===== src/rtl/secded39_pkg.sv =====
package secded39_pkg;
    localparam int DATA_W  = 32;
    localparam int CHK_W   = 6;
    localparam int PROT_W  = DATA_W + CHK_W;   // bits covered by the syndrome
    localparam int WORD_W  = PROT_W + 1;       // plus overall parity
    localparam int IDX_W   = 6;
    localparam int PAR_POS = PROT_W;           // position 38

    typedef logic [CHK_W-1:0] syn_t;

    // Syndrome code owned by each data bit
    function automatic syn_t data_code(input int i);
        case (i)
            0:  return 6'd48;  1:  return 6'd40;  2:  return 6'd24;  3:  return 6'd56;
            4:  return 6'd36;  5:  return 6'd20;  6:  return 6'd52;  7:  return 6'd12;
            8:  return 6'd44;  9:  return 6'd28;  10: return 6'd60;  11: return 6'd34;
            12: return 6'd18;  13: return 6'd50;  14: return 6'd10;  15: return 6'd42;
            16: return 6'd26;  17: return 6'd58;  18: return 6'd6;   19: return 6'd38;
            20: return 6'd22;  21: return 6'd54;  22: return 6'd14;  23: return 6'd46;
            24: return 6'd30;  25: return 6'd62;  26: return 6'd33;  27: return 6'd17;
            28: return 6'd49;  29: return 6'd9;   30: return 6'd41;  31: return 6'd25;
            default: return '0;
        endcase
    endfunction

    // Code of any protected position: data codes, then one-hot check bits
    function automatic syn_t pos_code(input int i);
        if (i < DATA_W) return data_code(i);
        return syn_t'(1) << (PROT_W - 1 - i);
    endfunction
endpackage


===== src/rtl/secded39_syndrome.sv =====
module secded39_syndrome
    import secded39_pkg::*;
(
    input  logic [PROT_W-1:0] bits,
    output syn_t              syn
);
    syn_t term [PROT_W];

    genvar g;
    generate
        for (g = 0; g < PROT_W; g++) begin : g_term
            assign term[g] = bits[g] ? pos_code(g) : '0;
        end
    endgenerate

    always_comb begin
        syn = '0;
        for (int i = 0; i < PROT_W; i++) syn ^= term[i];
    end
endmodule


===== src/rtl/secded39_locate.sv =====
module secded39_locate
    import secded39_pkg::*;
(
    input  syn_t             syn,
    output logic             hit,
    output logic [IDX_W-1:0] idx
);
    always_comb begin
        hit = 1'b0;
        idx = '0;
        for (int i = 0; i < PROT_W; i++) begin
            if (syn == pos_code(i)) begin
                hit = 1'b1;
                idx = IDX_W'(i);
            end
        end
    end
endmodule


===== src/rtl/secded39_encoder.sv =====
module secded39_encoder
    import secded39_pkg::*;
(
    input  logic [DATA_W-1:0] data,
    output logic [CHK_W:0]    check    // {parity, hc5..hc0}
);
    syn_t             dsyn;
    logic [CHK_W-1:0] hc;

    secded39_syndrome u_syn (
        .bits ({{CHK_W{1'b0}}, data}),
        .syn  (dsyn)
    );

    genvar k;
    generate
        for (k = 0; k < CHK_W; k++) begin : g_hc
            assign hc[k] = dsyn[CHK_W-1-k];
        end
    endgenerate

    assign check = {^{hc, data}, hc};
endmodule


===== src/rtl/secded39_codec.sv =====
module secded39_codec
    import secded39_pkg::*;
(
    input  logic [31:0] enc_data,
    output logic [6:0]  enc_check,
    input  logic [38:0] dec_word,
    input  logic        correct_en,
    output logic [31:0] dec_data,
    output logic [5:0]  syndrome,
    output logic        single_err,
    output logic        double_err,
    output logic        bad_syndrome,
    output logic [5:0]  err_index
);
    syn_t             syn;
    logic             perr;
    logic             hit;
    logic [IDX_W-1:0] loc;
    logic [DATA_W-1:0] raw;

    secded39_encoder u_enc (
        .data  (enc_data),
        .check (enc_check)
    );

    secded39_syndrome u_dsyn (
        .bits (dec_word[PROT_W-1:0]),
        .syn  (syn)
    );

    secded39_locate u_loc (
        .syn (syn),
        .hit (hit),
        .idx (loc)
    );

    assign raw      = dec_word[DATA_W-1:0];
    assign perr     = ^dec_word;
    assign syndrome = syn;

    always_comb begin
        single_err   = 1'b0;
        double_err   = 1'b0;
        bad_syndrome = 1'b0;
        err_index    = '0;
        dec_data     = raw;
        if (perr) begin
            if (syn == '0) begin
                single_err = 1'b1;
                err_index  = IDX_W'(PAR_POS);
            end else if (hit) begin
                single_err = 1'b1;
                err_index  = loc;
                if (correct_en && int'(loc) < DATA_W)
                    dec_data = raw ^ (DATA_W'(1) << loc);
            end else begin
                bad_syndrome = 1'b1;
            end
        end else if (syn != '0) begin
            double_err = 1'b1;
        end
    end

    always_comb begin
        assert_flags_exclusive_R9: assert ($onehot0({single_err, double_err, bad_syndrome}))
            else $error("more than one error flag high");
        assert_index_idle_R9: assert (single_err || err_index == '0)
            else $error("index nonzero without single error");
        assert_double_uncorrected_R7: assert (!double_err || dec_data == raw)
            else $error("double error altered data");
        assert_bad_untouched_R8: assert (!bad_syndrome || (dec_data == raw && err_index == '0))
            else $error("bad syndrome altered outputs");
        assert_one_bit_fix_R4: assert (!(single_err && correct_en && err_index < 6'd32)
                                       || $countones(dec_data ^ raw) == 1)
            else $error("correction did not flip exactly one bit");
        assert_quiet_R1: assert (perr || syn != '0 || !(single_err || double_err || bad_syndrome))
            else $error("flag on a clean word");
    end
endmodule


===== config.mk =====
export PLATFORM = sky130hd
export DESIGN_NAME = secded39_codec
export DESIGN_NICKNAME = d
export VERILOG_FILES = /design/src/rtl/secded39_pkg.sv /design/src/rtl/secded39_syndrome.sv /design/src/rtl/secded39_locate.sv /design/src/rtl/secded39_encoder.sv /design/src/rtl/secded39_codec.sv
export SDC_FILE = /design/constraint.sdc
export NUM_CORES = 1
export LEC_CHECK = 0
export ABC_AREA = 1
export BUFFER_PORTS_ARGS = -buffer_cell sky130_fd_sc_hd__buf_4
export CAP_MARGIN = 25
export CORE_MARGIN = 1.5
export CORE_UTILIZATION = 60
export DETAILED_ROUTE_END_ITERATION = 7
export PLACE_DENSITY_LB_ADDON = 0.08
export SETUP_SLACK_MARGIN = 0.5
export SLEW_MARGIN = 20
export SYNTH_ARGS = -nofsm -noshare
export SYNTH_HDL_FRONTEND = slang
export SYNTH_SLANG_ARGS = --single-unit

===== constraint.sdc =====
create_clock -name vclk -period 5.77
set_clock_uncertainty 0.05 [all_clocks]
set_input_delay 0.577 -clock vclk [all_inputs]
set_output_delay 0.577 -clock vclk [all_outputs]
set_load 0.02 [all_outputs]

==> reports/qor.csv, run 1 <==
stage,metric,value,unit
status,outcome,"finished, final reports clean",
worst_setup_path,Crit Path Class,primary input to primary output,
synthesis,Avg Inst Size Synth,5.437,um^2
synthesis,"count leader, synth",nand2_1,
floorplanning,I/O pin count,126,
place,IO Port Bufs,126,
detailed_routing,Via Count,5206,
floorplanning,die width,85.93,um
worst_setup_path,crit end category,primary output,
detailed_routing,drt first-iter violations,476,
pwr,Leak,2.770,nW
min_path,Hold WC Path Type,primary input to primary output,
synthesis,synthesized cell area,0.004126,mm^2
timing,slew margin rel.,52.76,%
synthesis,sequential area share after synthesis,0,%
pwr,Tot Pwr,2.631,mW
synthesis,"Distinct cells, synth",37,
cts,Hold Buf Count CTS,0,
place,placed inst area,0.005047,mm^2
place,placer congestion estimate,0.9801,
floorplanning,Initial Util,61.42,%
cts,Post-CTS Setup Bufs,0,
timing,final hold slack,1.486,ns
timing,Final Setup Violations,0,
cells_and_area,share of layout cells above drive strength 1,24.42,%
cts,Post-CTS Resized,0,
global_routing,largest net degree at the start of global routing,60,
worst_setup_path,type of origin of the critical path,primary input,
timing,setup tns final,0,ns
timing,Final min period,4.399,ns
global_routing,GRT Total Usage,37.10,%
cells_and_area,# diodes,0,
cells_and_area,nets,938,
synthesis,top cell type by total area after synthesis,nand2_1,
global_routing,vias in the first global route,4843,
synthesis,Syn Nets,831,
global_routing,total grt overflow,0,
detailed_routing,DRC Markers,0,
cells_and_area,num sequential,0,
timing,"Hold Violations, Final",0,
timing,fin. max-slew vios,0,
synthesis,"top cells by area, synth","nand2_1 23%, xor2_1 18%, xnor2_1 14%, o21ai_0 5.7%, inv_1 5.5%",
worst_setup_path,WP data arrival,3.77,ns
cells_and_area,utilization after layout,75.12,%
floorplanning,Die Span Y,85.93,um
synthesis,Synth Instances,759,
detailed_routing,routed vias/inst,5.515,
synthesis,Yosys warning total,0,
min_path,hold path depth,4,
place,Place WS,1.496,ns
cells_and_area,Layout fillers,558,
timing,Setup WS post-layout,1.371,ns
detailed_routing,final WL,14.09,mm
job,maxcap violations,0,
detailed_routing,WL/cell,14.92,um
pwr,Peak supply drop,0.2256,mV
cells_and_area,area grow syn2layout,22.32,%
floorplanning,core region area,0.006719,mm^2
synthesis,top-area cell type share of the netlist area,23.01,%
synthesis,"top cells by count, synth","253 x nand2_1, 83 x xor2_1, 67 x xnor2_1, 60 x inv_1, 55 x nor2_1",
cells_and_area,non-filler instance count after layout,944,
timing,fmax,0.2273,GHz
global_routing,first-pass GRT wire length,22.16,mm
cells_and_area,Clock Buffer Count,0,
floorplanning,full die area,0.007384,mm^2
detailed_routing,drt pass-1 iters,5,
place,Placed Cells,944,
detailed_routing,number of routed nets with antenna violations,0,
worst_setup_path,CP Data Required Time,5.14,ns
place,HPWL Detailed,11.97,mm
global_routing,antenna violations before repair,0,
timing,worst-margin pin slew,0.7079,ns
timing,RSZ-0062 raised after global routing,no,
worst_setup_path,"Max FO, Critical Path",59,
floorplanning,num rows,30,
min_path,hold path startpoint,dec_word[0],
cells_and_area,Storage cell area,0,um^2
cells_and_area,post-route cell area,0.005047,mm^2
pwr,PD cells,521.2,mW/mm^2
min_path,hold path endpoint,dec_data[0],
timing,final worst path period share,76.23,%
[placed cells by master (no fill, tap or decap), types with 3 or more instances in the layout]
cell type	instances
nand2_1	253
nor2_2	4
nand4_1	9
inv_2	31
xnor2_1	67
nor3_1	6
nand3_1	37
nand3_2	4
buf_4	127
nand2_2	23
xor2_1	83
nor2_1	55
nand2_4	6
o21ai_1	21
a21oi_1	9
xnor2_2	3
inv_1	60
o21ai_0	47
[layer usage]
| layer | vias to the layer above | wire, um | global-route usage, % |
|---|---|---|---|
| met1 | 2321 | 5417 | 43.27 |
| met3 | 52 | 1126 | 2.887 |
| met4 | 0 | 495 | 13.78 |
| met5 | - | 0 | 0 |
| met2 | 286 | 7048 | 70.01 |
| li1 | 2547 | - | - |
[area by class of cell]
type	count	area, um^2	area share (%)
Inverter	94	359.1	7.115
Multi-Input combinational cell	643	3635	72.01
Timing Repair Buffer	127	953.4	18.89
Tap cell	80	100.1	1.983
[kinds of logic after synthesis]
group                  after synthesis  synth area share, %
AND/OR/NAND/NOR                    406                43.75
XOR/XNOR                           155                34.08
buffers and inverters              116                11.92
AO/OA/AOI/OAI                       82                10.25
[worst max-delay path: stages]
cell     delay [ns]
buf_4          0.13
inv_2          0.09
nand2_1        0.07
nand2_1        0.23
nand2_2        0.14
nand2_2        0.08
nand2_1        0.06
nand2_1        0.07
nand2_1        0.07
nand4_1        0.18
nand2_4        0.15
nand2_8        0.14
inv_4          0.07
nand2_1        0.13
nand2_2        0.09
nor3b_4        0.30
nand2_4        0.11
inv_4          0.39
nand2_1        0.12
o21ai_1        0.11
nand2_1        0.06
o21ai_1        0.17
buf_4          0.20
[power by group]
part,internal [mW],switching (mW)
logic,0.974,1.66
clock network,0,0
registers,0,0
total,0.974,1.66
[worst max-delay path by stage]
stage | startpoint | end | slack [ns] | cells after the start
global route | dec_word[25] | dec_data[21] | 1.08 | 23
CTS | dec_word[25] | dec_data[21] | 1.49 | 21
floorplan | dec_word[13] | dec_data[19] | 2.27 | 25
finish | dec_word[25] | dec_data[21] | 1.37 | 23
detailed placement | dec_word[25] | dec_data[21] | 1.50 | 21
global placement | dec_word[25] | dec_data[10] | 1.59 | 23
Power figures use the tool's default switching activity.
==> run 2: changes to the inputs <==
CORE_UTILIZATION = 50   (was 60)
clock period = 4 ns   (was 5.77 ns; I/O delays follow)
==> run 2 against run 1 <==
Worst setup slack worse by 0.96 ns. Sequential share of layout area stayed put. Core utilization is 7.7 points higher. Largest cell class unchanged.
==> reports/qor.csv, run 2 (synthesis gave the netlist of run 1 again) <==
stage,metric,value,unit,change
timing,Final Setup Violations,0,,unchanged
timing,RSZ-0062 raised after global routing,yes,,
worst_setup_path,WP data arrival,3.14,ns,-0.63 ns
timing,fin. max-slew vios,0,,unchanged
place,Place WS,0.2699,ns,-1.226 ns
global_routing,antenna violations before repair,0,,unchanged
status,outcome,"finished, final reports clean",,
detailed_routing,DRC Markers,0,,unchanged
pwr,PD cells,693.6,mW/mm^2,+33%
detailed_routing,Via Count,5796,,+11%
global_routing,first-pass GRT wire length,23.25,mm,+4.9%
timing,Setup WS post-layout,0.4143,ns,-0.9571 ns
global_routing,largest net degree at the start of global routing,69,,+15%
cells_and_area,Clock Buffer Count,0,,unchanged
floorplanning,Initial Util,52.58,%,-8.8 points
timing,Final min period,3.586,ns,
timing,final worst path period share,89.64,%,
floorplanning,die width,93.85,um,+9.2%
min_path,hold path endpoint,dec_data[0],,
worst_setup_path,Crit Path Class,primary input to primary output,,
place,HPWL Detailed,12.10,mm,+1.1%
job,maxcap violations,0,,unchanged
floorplanning,full die area,0.008807,mm^2,+19%
floorplanning,I/O pin count,126,,unchanged
worst_setup_path,type of origin of the critical path,primary input,,
global_routing,GRT Total Usage,32.98,%,-4.1 points
detailed_routing,number of routed nets with antenna violations,0,,unchanged
cells_and_area,share of layout cells above drive strength 1,42.33,%,+18 points
global_routing,total grt overflow,0,,unchanged
timing,worst-margin pin slew,0.5589,ns,-0.1490 ns
timing,"Hold Violations, Final",0,,unchanged
timing,fmax,0.2789,GHz,
detailed_routing,drt pass-1 iters,5,,unchanged
cells_and_area,Storage cell area,0,um^2,unchanged
timing,setup tns final,0,ns,unchanged
cells_and_area,utilization after layout,82.78,%,+7.7 points
detailed_routing,final WL,17.18,mm,+22%
min_path,hold path startpoint,dec_word[0],,
worst_setup_path,CP Data Required Time,3.55,ns,-1.59 ns
detailed_routing,drt first-iter violations,519,,+9.0%
global_routing,vias in the first global route,4973,,+2.7%
place,IO Port Bufs,126,,unchanged
cells_and_area,num sequential,0,,unchanged
worst_setup_path,crit end category,primary output,,
pwr,Leak,3.319,nW,+20%
cells_and_area,Layout fillers,491,,-12%
cells_and_area,nets,993,,+5.9%
cells_and_area,"most common cell after layout, fill and taps aside",nand2_1,,
cells_and_area,area grow syn2layout,57.43,%,
worst_setup_path,"Max FO, Critical Path",9,,-85%
floorplanning,num rows,32,,+6.7%
place,placer congestion estimate,0.9390,,-4.2%
min_path,hold path depth,4,,unchanged
floorplanning,Die Span Y,93.85,um,+9.2%
floorplanning,core region area,0.007848,mm^2,+17%
timing,final hold slack,1.099,ns,-0.3874 ns
timing,slew margin rel.,62.61,%,+9.9 points
detailed_routing,routed vias/inst,5.677,,+2.9%
detailed_routing,WL/cell,16.82,um,+13%
cells_and_area,# diodes,0,,unchanged
pwr,Peak supply drop,0.6725,mV,+200%
min_path,Hold WC Path Type,primary input to primary output,,
cells_and_area,most frequent cells in the layout,"194 x nand2_1, 148 x buf_4, 78 x xor2_1, 62 x xnor2_1, 57 x nand2_2",,
pwr,Tot Pwr,4.506,mW,+71%
==> run 2: changes by cell type in the layout (fill, tap and decap cells not counted), sizes merged <==
cell      delta
clkinv       +1
buf         +51
clkbuf       +3
clkinvlp     +1
inv          -1
==> run 2: worst max-delay path by stage <==
stage	from	endpoint	slack, ns	cells past startpoint
2_1_floorplan	dec_word[13]	dec_data[19]	0.85	25
3_3_place_gp	dec_word[25]	dec_data[0]	0.30	24
3_5_place_dp	dec_word[21]	dec_data[25]	0.27	24
4_1_cts	dec_word[21]	dec_data[0]	0.50	25
5_1_grt	dec_word[8]	dec_data[22]	0.33	21
6_report	dec_word[8]	dec_data[20]	0.41	21
==> run 2: timing repair <==
action / in CTS / in global routing
setup buffers: 12 / 33
pin swaps: 9 / 70
gates cloned: 2 / 3
gates resized for setup: 22 / 239
endpoints found under the setup margin: 28 / 39
endpoints found under the hold margin: 0 / 0
hold buffers: 0 / 0
==> run 2: cell type report <==
class | count | area [um^2] | area share (%)
inverters | 94 | 436.7 | 6.722
repair inverters | 1 | 11.26 | 0.1733
well taps | 102 | 127.6 | 1.965
repair buffers | 181 | 1587 | 24.42
multi-input cells | 643 | 4334 | 66.72
==> run 2: report_power, final <==
part	internal (mW)	switching, mW	leakage [nW]
Clock	0	0	0
Combinational	1.79	2.72	3.32
Sequential	0	0	0
Total	1.79	2.72	3.32
==> run 2: routing by layer <==
metal | GRT usage, % | routed length (um)
met5 | 0 | 0
met4 | 10.07 | 862
met3 | 1.942 | 1528
met2 | 60.51 | 8576
met1 | 40.87 | 6208
==> run 2: through the flow <==
step / std cells / instance area (um^2)
finish: 1021 / 6496
global route: 1021 / 6496
CTS: 985 / 5360
detailed placement: 971 / 5125
global placement: 971 / 5125
floorplan: 759 / 4126
==> run 2: worst max-delay path, stage by stage <==
cell and delay [ns]:
buf_6 0.13, xnor2_4 0.24, nand2_1 0.14, nand3_1 0.17, nand2_1 0.10, nand2_2 0.08, nand2_1 0.08, nand2_2 0.08
nand2_4 0.10, nor2_4 0.19, nand2_4 0.11, nor2_4 0.15, a21oi_2 0.05, nor3b_4 0.16, nand2_4 0.10, clkinv_8 0.10
clkbuf_16 0.18, o21ai_1 0.18, nand2_1 0.09, o21ai_0 0.11, buf_4 0.18
